### src/rtl/fmd_pkg.sv
// Package: shared constants and helpers for the edge-timing FM demodulator.
// Assumes: output codes are 8 bits wide; averaging depth is at most 8.
package fmd_pkg;
    localparam int CODE_W   = 8;
    localparam int CODE_MAX = 255;
    localparam int AVG_MAX  = 8;
    localparam int SEL_W    = 2;

    typedef logic [CODE_W-1:0] code_t;

    // Majority vote of three samples.
    function automatic logic maj3(input logic a, input logic b, input logic c);
        return (a & b) | (a & c) | (b & c);
    endfunction
endpackage

### src/rtl/fmd_input_cond.sv
// Module: fmd_input_cond
// Brings the asynchronous comparator bit into the clock domain (two flops),
// removes one-sample glitches with a majority of three, and emits a one-cycle
// pulse on each rising edge of the filtered signal.
// Assumes: each real level lasts far longer than three clocks.
module fmd_input_cond
    import fmd_pkg::*;
(
    input  logic clk,
    input  logic rst_n,
    input  logic din,
    output logic rise
);
    logic       sync1, sync2;
    logic [2:0] win;
    logic       filt, filt_q;

    // Synchroniser, sample window, filtered level and its delayed copy.
    always_ff @(posedge clk) begin
        if (!rst_n) begin
            sync1  <= 1'b0;
            sync2  <= 1'b0;
            win    <= 3'b000;
            filt   <= 1'b0;
            filt_q <= 1'b0;
        end else begin
            sync1  <= din;
            sync2  <= sync1;
            win    <= {win[1:0], sync2};
            filt   <= maj3(win[0], win[1], win[2]);
            filt_q <= filt;
        end
    end

    // Rising edge of the filtered level.
    assign rise = filt & ~filt_q;

    // a qualified edge never repeats on the next cycle
    a_r2_rise_isolated: assert property (@(posedge clk) disable iff (!rst_n)
        rise |=> !rise);
endmodule

### src/rtl/fmd_period_timer.sv
// Module: fmd_period_timer
// Counts ticks between qualified rising edges. It reports each in-band period,
// flags out-of-band periods, and flags a timeout when no edge arrives.
// The first edge after reset or timeout only arms the counter.
// Assumes: TIMEOUT > LIM_HI, and CNT_W can hold TIMEOUT.
module fmd_period_timer #(
    parameter int TICK_DIV = 10,
    parameter int LIM_LO   = 3800,
    parameter int LIM_HI   = 6400,
    parameter int TIMEOUT  = 10000,
    parameter int CNT_W    = 14
) (
    input  logic             clk,
    input  logic             rst_n,
    input  logic             rise,
    output logic [CNT_W-1:0] per_o,
    output logic             per_vld_o,
    output logic             err_o
);
    localparam int DIV_W = (TICK_DIV > 1) ? $clog2(TICK_DIV) : 1;
    localparam logic [CNT_W-1:0] LO_C  = CNT_W'(LIM_LO);
    localparam logic [CNT_W-1:0] HI_C  = CNT_W'(LIM_HI);
    localparam logic [CNT_W-1:0] TO_C  = CNT_W'(TIMEOUT);
    localparam logic [CNT_W-1:0] ONE_C = CNT_W'(1);

    logic             tick;
    logic             armed;
    logic [CNT_W-1:0] cnt;

    generate
        if (TICK_DIV > 1) begin : g_div
            logic [DIV_W-1:0] div_q;
            // Prescaler: one tick every TICK_DIV clocks.
            always_ff @(posedge clk) begin
                if (!rst_n || div_q == DIV_W'(TICK_DIV - 1)) div_q <= '0;
                else                                         div_q <= div_q + 1'b1;
            end
            assign tick = (div_q == DIV_W'(TICK_DIV - 1));
        end else begin : g_nodiv
            assign tick = 1'b1;
        end
    endgenerate

    // Edge-to-edge counting, range check and timeout.
    always_ff @(posedge clk) begin
        if (!rst_n) begin
            armed     <= 1'b0;
            cnt       <= '0;
            per_o     <= '0;
            per_vld_o <= 1'b0;
            err_o     <= 1'b0;
        end else begin
            per_vld_o <= 1'b0;
            err_o     <= 1'b0;
            if (rise) begin
                if (armed) begin
                    if (cnt < LO_C || cnt > HI_C) begin
                        err_o <= 1'b1;
                    end else begin
                        per_o     <= cnt;
                        per_vld_o <= 1'b1;
                    end
                end
                armed <= 1'b1;
                cnt   <= tick ? ONE_C : '0;
            end else if (armed) begin
                if (cnt >= TO_C) begin
                    err_o <= 1'b1;
                    armed <= 1'b0;
                    cnt   <= '0;
                end else if (tick) begin
                    cnt <= cnt + ONE_C;
                end
            end
        end
    end

    // while armed the count never passes the timeout limit
    a_r6_cnt_bounded: assert property (@(posedge clk) disable iff (!rst_n)
        armed |-> (cnt <= TO_C));
    // an arming edge yields neither a period nor an error
    a_r3_first_edge_arms: assert property (@(posedge clk) disable iff (!rst_n)
        (rise && !armed) |=> (!per_vld_o && !err_o));
endmodule

### src/rtl/fmd_avg.sv
// Module: fmd_avg
// Keeps the newest eight in-band periods and reports the mean of the newest
// N (N = 1, 2, 4 or 8), once at least N periods have arrived since the last clear.
// Assumes: clr and in_vld never coincide; sel is held while periods stream.
module fmd_avg
    import fmd_pkg::*;
#(
    parameter int W = 14
) (
    input  logic             clk,
    input  logic             rst_n,
    input  logic             clr,
    input  logic [SEL_W-1:0] sel,
    input  logic [W-1:0]     in_per,
    input  logic             in_vld,
    output logic [W-1:0]     out_per,
    output logic             out_vld
);
    localparam int SW = W + $clog2(AVG_MAX);
    localparam int FW = $clog2(AVG_MAX) + 1;

    logic [W-1:0]  hist [AVG_MAX];
    logic [FW-1:0] fill;
    logic          pend;
    logic [SW-1:0] sum;
    logic [FW-1:0] need;

    generate
        for (genvar k = 0; k < AVG_MAX; k++) begin : g_hist
            // History slot k: shifts one place older on each new period.
            always_ff @(posedge clk) begin
                if (!rst_n)      hist[k] <= '0;
                else if (in_vld) hist[k] <= (k == 0) ? in_per : hist[(k == 0) ? 0 : k-1];
            end
        end
    endgenerate

    // Number of periods the selected depth needs.
    assign need = FW'(1) << sel;

    // Sum of the newest N periods.
    always_comb begin
        sum = '0;
        for (int i = 0; i < AVG_MAX; i++) begin
            if (FW'(i) < need) sum = sum + SW'(hist[i]);
        end
    end

    // Fill count, pending flag and mean output.
    always_ff @(posedge clk) begin
        if (!rst_n) begin
            fill    <= '0;
            pend    <= 1'b0;
            out_vld <= 1'b0;
            out_per <= '0;
        end else if (clr) begin
            fill    <= '0;
            pend    <= 1'b0;
            out_vld <= 1'b0;
        end else begin
            pend    <= in_vld;
            out_vld <= pend && (fill >= need);
            if (in_vld && fill < FW'(AVG_MAX)) fill <= fill + 1'b1;
            if (pend) out_per <= W'(sum >> sel);
        end
    end

    // a clear suppresses any result on the following cycle
    a_r7_clear_blocks: assert property (@(posedge clk) disable iff (!rst_n)
        clr |=> !out_vld);
    // fill count saturates at the history depth
    a_r7_fill_sat: assert property (@(posedge clk) disable iff (!rst_n)
        fill <= FW'(AVG_MAX));
endmodule

### src/rtl/fmd_code_map.sv
// Module: fmd_code_map
// Maps a period to an 8-bit code that is linear in time. The division by the
// span is done as a multiply by a rounded-up reciprocal and a right shift.
// Assumes: PER_SPAN^2 < 2^FRAC_SH, so the reciprocal floor matches exact division.
module fmd_code_map
    import fmd_pkg::*;
#(
    parameter int W        = 14,
    parameter int PER_FAST = 4080,
    parameter int PER_SPAN = 1980,
    parameter int LIM_LO   = 3800,
    parameter int LIM_HI   = 6400,
    parameter int FRAC_SH  = 24
) (
    input  logic         clk,
    input  logic         rst_n,
    input  logic [W-1:0] in_per,
    input  logic         in_vld,
    output code_t        code_o,
    output logic         code_vld_o
);
    localparam int PER_SLOW = PER_FAST + PER_SPAN;
    localparam int DW = $clog2(PER_SPAN + 1);
    localparam int KW = FRAC_SH + CODE_W + 1;
    localparam int PW = DW + KW;
    localparam logic [63:0] K_FULL =
        ((64'(CODE_MAX) << FRAC_SH) + 64'(PER_SPAN) - 64'd1) / 64'(PER_SPAN);
    localparam logic [W-1:0]  SLOW_C = W'(PER_SLOW);
    localparam logic [W-1:0]  FAST_C = W'(PER_FAST);
    localparam logic [KW-1:0] K_C    = KW'(K_FULL);

    logic [DW-1:0] diff;
    logic [PW-1:0] prod;
    code_t         code_n;

    // Clamp at both ends, otherwise scale the distance from the slow end.
    always_comb begin
        diff = DW'(SLOW_C - in_per);
        prod = PW'(diff) * PW'(K_C);
        if (in_per >= SLOW_C)      code_n = '0;
        else if (in_per <= FAST_C) code_n = code_t'(CODE_MAX);
        else                       code_n = prod[FRAC_SH +: CODE_W];
    end

    // Registered code and strobe.
    always_ff @(posedge clk) begin
        if (!rst_n) begin
            code_o     <= '0;
            code_vld_o <= 1'b0;
        end else begin
            code_vld_o <= in_vld;
            if (in_vld) code_o <= code_n;
        end
    end

    // only in-band periods reach the mapping
    a_r5_avg_in_band: assert property (@(posedge clk) disable iff (!rst_n)
        in_vld |-> (in_per >= W'(LIM_LO) && in_per <= W'(LIM_HI)));
    // at most one result strobe per burst
    a_r4_strobe_single: assert property (@(posedge clk) disable iff (!rst_n)
        code_vld_o |=> !code_vld_o);
endmodule

### src/rtl/fm_period_demod.sv
// Module: fm_period_demod (top)
// Recovers an 8-bit code from a squared-up FM tone by timing edge to edge,
// with optional averaging and a band/timeout error strobe.
// Assumes: default timing is a 10 MHz tick (TICK_DIV clocks per tick).
module fm_period_demod
    import fmd_pkg::*;
#(
    parameter int TICK_DIV = 10,
    parameter int PER_FAST = 4080,
    parameter int PER_SPAN = 1980,
    parameter int LIM_LO   = 3800,
    parameter int LIM_HI   = 6400,
    parameter int TIMEOUT  = 10000,
    parameter int FRAC_SH  = 24
) (
    input  logic       clk,
    input  logic       rst_n,
    input  logic       cmp_in,
    input  logic [1:0] avg_sel,
    output logic [7:0] code_o,
    output logic       code_vld_o,
    output logic       range_err_o
);
    localparam int CNT_W = $clog2(TIMEOUT + 1);

    logic             rise;
    logic [CNT_W-1:0] per, avg_per;
    logic             per_vld, avg_vld, err;

    fmd_input_cond u_cond (
        .clk  (clk),
        .rst_n(rst_n),
        .din  (cmp_in),
        .rise (rise)
    );

    fmd_period_timer #(
        .TICK_DIV(TICK_DIV), .LIM_LO(LIM_LO), .LIM_HI(LIM_HI),
        .TIMEOUT (TIMEOUT),  .CNT_W (CNT_W)
    ) u_timer (
        .clk      (clk),
        .rst_n    (rst_n),
        .rise     (rise),
        .per_o    (per),
        .per_vld_o(per_vld),
        .err_o    (err)
    );

    fmd_avg #(.W(CNT_W)) u_avg (
        .clk    (clk),
        .rst_n  (rst_n),
        .clr    (err),
        .sel    (avg_sel),
        .in_per (per),
        .in_vld (per_vld),
        .out_per(avg_per),
        .out_vld(avg_vld)
    );

    fmd_code_map #(
        .W(CNT_W), .PER_FAST(PER_FAST), .PER_SPAN(PER_SPAN),
        .LIM_LO(LIM_LO), .LIM_HI(LIM_HI), .FRAC_SH(FRAC_SH)
    ) u_map (
        .clk       (clk),
        .rst_n     (rst_n),
        .in_per    (avg_per),
        .in_vld    (avg_vld),
        .code_o    (code_o),
        .code_vld_o(code_vld_o)
    );

    assign range_err_o = err;

    // outputs are quiet in the cycle after a reset cycle
    a_r1_reset_quiet: assert property (@(posedge clk)
        !rst_n |=> (!code_vld_o && !range_err_o && code_o == 8'd0));
    // an error strobe never comes with a code strobe
    a_r5_err_excl: assert property (@(posedge clk) disable iff (!rst_n)
        range_err_o |-> !code_vld_o);
endmodule

### config.mk
export PLATFORM = sky130hd
export DESIGN_NAME = fm_period_demod
export DESIGN_NICKNAME = d
export VERILOG_FILES = /design/src/rtl/fmd_pkg.sv /design/src/rtl/fmd_input_cond.sv /design/src/rtl/fmd_period_timer.sv /design/src/rtl/fmd_avg.sv /design/src/rtl/fmd_code_map.sv /design/src/rtl/fm_period_demod.sv
export SDC_FILE = /design/constraint.sdc
export NUM_CORES = 1
export LEC_CHECK = 0
export ABC_AREA = 1
export BUFFER_PORTS_ARGS = -buffer_cell sky130_fd_sc_hd__buf_2
export CORE_MARGIN = 1
export CORE_UTILIZATION = 45
export CTS_CLUSTER_DIAMETER = 40
export DETAILED_ROUTE_END_ITERATION = 12
export PLACE_DENSITY_LB_ADDON = 0.2
export SLEW_MARGIN = 30
export SYNTH_ARGS = -nofsm -noshare
export SYNTH_HDL_FRONTEND = slang
export SYNTH_SLANG_ARGS = --single-unit
### constraint.sdc
create_clock -name clk -period 18.7 [get_ports clk]
set_clock_uncertainty 0.2 [all_clocks]
set_input_delay 0.935 -clock clk [delete_from_list [all_inputs] [get_ports clk]]
set_output_delay 0.935 -clock clk [all_outputs]
set_load 0.02 [all_outputs]
==> qor.yml <==
worst_hold_path:
  holdPathEnd: "u_cond.sync2"
  hp-start: "u_cond.sync1"
  holdPathStages: 2
  hp-class: "flip-flop to flip-flop"
placement:
  placed_area_um2: 16700
  dp_cells: 2618
  gp_congestion: 0.930
  port_buffers: 14
  hpwl_mm: 31.3
sta:
  relSlewSlack_pct: 37.9
  period_needed_ns: 10.33
  clock.fmax_ghz: 0.0968
  tightest_slew_ns: 0.930
  slew_violations: 0
  setup_violations: 0
  fin_tns_setup_ns: 0
  hold_violations: 0
  whs_ns: 0.216
  fin_crit_sh_pct: 55.3
  rsz0062_at_grt: "no"
synth:
  yosys_register_bits: 183
  synth_area_per_cell_um2: 7.42
  yosys_warnings: 0
  async_flop_share_pct: 0
  ys_seq_area_share_pct: 29.5
  synthDistinctLibCells: 53
  synth-edff-count: 112
  synth_area_um2: 16200
  ys.flop_type: "edfxtp_1"
  syn_nets: 2431
  syn_inst: 2187
layout:
  final_common_cell: "inv_1"
  synthToLayoutAreaGrowth_pct: 7.10
  utilization_pct: 49.0
  fin_nets: 2420
  postLayoutCellArea_um2: 17400
  final_cell_mix: "inv_1, nand2_1, nor2_1"
  antenna_cells: 0
  drive_gt1_share_pct: 5.71
  fin_cells: 2650
critical_path:
  reg2reg_depth: 54
  cp_common_cell: "nand2_1"
  critPathKind: "input port to flip-flop"
  crit_path_end_kind: "flip-flop"
  crit_required_ns: 18.84
  r2r-end: "u_avg.out_per[13]"
  slowest_stage: "inv_1"
  cp_max_fo: 42
  cp-start-kind: "input port"
  arrival_ns: 10.48
  rr_startpoint: "u_avg.hist[0][0]"
  worst-r2r-setup-slack_ns: 9.09
  max_stage_delay_ns: 0.72
global_route:
  grt_max_degree: 95
  antenna_found_initial: 0
  grt_overflow: 0
  track_usage_pct: 22.8
  grt_pass1_vias: 13300
  grt_pass1_wl_mm: 66.4
clocking:
  postCtsSetupBuffers: 0
  cts_tree: "yes"
  cts.clk_slew.worst_paths_ns: 0.08
  cts.repair.resized: 0
  htree_levels: 4
  clkSinkCount: 183
  root_buffer: "clkbuf_16"
  cts_made_buffers: 17
  holdBufCountCts: 0
  clockBufferDepth: 2
  clk_latency_ns: 0.46
detailed_routing:
  num_vias: 13700
  wl_mm: 40.1
  drc: 0
  ant_nets: 0
  via_per_inst: 5.15
  drt_iter0_markers: 890
  dr.pass1.iters: 5
  wire_per_inst_um: 15.1
floorplan:
  start_util_pct: 45.7
  core_um2: 35500
  dieArea_um2: 36800
  pin_count: 15
  die_h_um: 192
  die_w_um: 192
  fp-row-count: 69
pwr:
  power_density_nw_per_um2: 80.1
  power.leakage_uw: 0.00838
  ir_drop_mv: 0.0724
outcome:
  outcome: "completed"
job:
  cap_violations: 0
## cells by family after synthesis
group / Yosys count / share of synthesized area (%)
compound gates: 422 / 14.2
xor+xnor: 50 / 2.70
fa+ha+maj: 239 / 21.1
flops: 183 / 29.5
buf+inv: 461 / 10.7
simple gates: 832 / 21.8
## per-layer routing
| layer | track usage [%] | vias to the layer above | wire length (um) |
|---|---|---|---|
| met3 | 2.58 | 45 | 1430 |
| met2 | 37.0 | 257 | 18200 |
| met5 | 0 | - | 0 |
| met4 | 5.62 | 0 | 651 |
| met1 | 32.1 | 6273 | 19800 |
| li1 | - | 7085 | - |
## worst max-delay path, delay by kind of cell
family | cells | cell delay (ns)
adder cells (fa/ha/maj) | 7 | 2.38
AO/OA/AOI/OAI | 18 | 2.96
buffers and inverters | 7 | 1.56
AND/OR/NAND/NOR | 22 | 2.58
## flip-flops by register name (all words and copies together) (netlist names), 3 cells and up
name                 count
u_cond.win               3
u_avg.fill               4
u_timer.g_div.div_q      4
u_timer.per_o           14
u_timer.cnt             14
u_avg.out_per           14
u_map.code_o             8
u_avg.hist             112
## metrics by stage
stage               power, uW  setup slack, ns
floorplan                 886             9.89
global placement          999             8.19
detailed placement       1000             7.92
CTS                      1400             8.36
global route             1490             7.37
finish                   1390             8.37
## how the worst max path moves through the flow
stage	startpoint	depth (start not counted)	slack, ns	end
after floorplan	avg_sel[1]	52	9.89	u_avg.out_per[13]
after global placement	avg_sel[1]	52	8.19	u_avg.out_per[13]
final	avg_sel[1]	54	8.37	u_avg.out_per[13]
after detailed placement	avg_sel[1]	53	7.92	u_avg.out_per[13]
after global routing	avg_sel[1]	55	7.37	u_avg.out_per[13]
after CTS	avg_sel[1]	53	8.36	u_avg.out_per[13]
## power by group
group | switching, uW | internal (uW) | leakage (uW)
Clock | 179 | 209 | 0.000307
Combinational | 350 | 203 | 0.00644
Sequential | 10.4 | 440 | 0.00164
Total | 539 | 852 | 0.00838
## Yosys cell counts (18+ instances only)
master	instances	area, um^2
inv_1	401	1510
nand2_1	380	1430
nor2_1	255	957
a21oi_1	210	1050
ha_1	182	2280
o21ai_0	113	566
edfxtp_1	112	3360
nand3_1	93	465
dfxtp_1	71	1420
fa_1	57	1140
clkbuf_1	45	169
or2_2	30	188
xor2_1	28	245
xnor2_1	22	193
a31oi_1	20	125
nor3_1	18	90.1
## layout make-up
type                    count  area (um^2)
multi-input cells        1543         9720
flip-flops and latches    183         4780
fillers                  3507        18100
clock inverters            13          179
inverters                 408         1530
clock buffers              19          443
repair buffers             23          145
well taps                 461          577
Note: power is estimated with default switching activity, not from simulation.
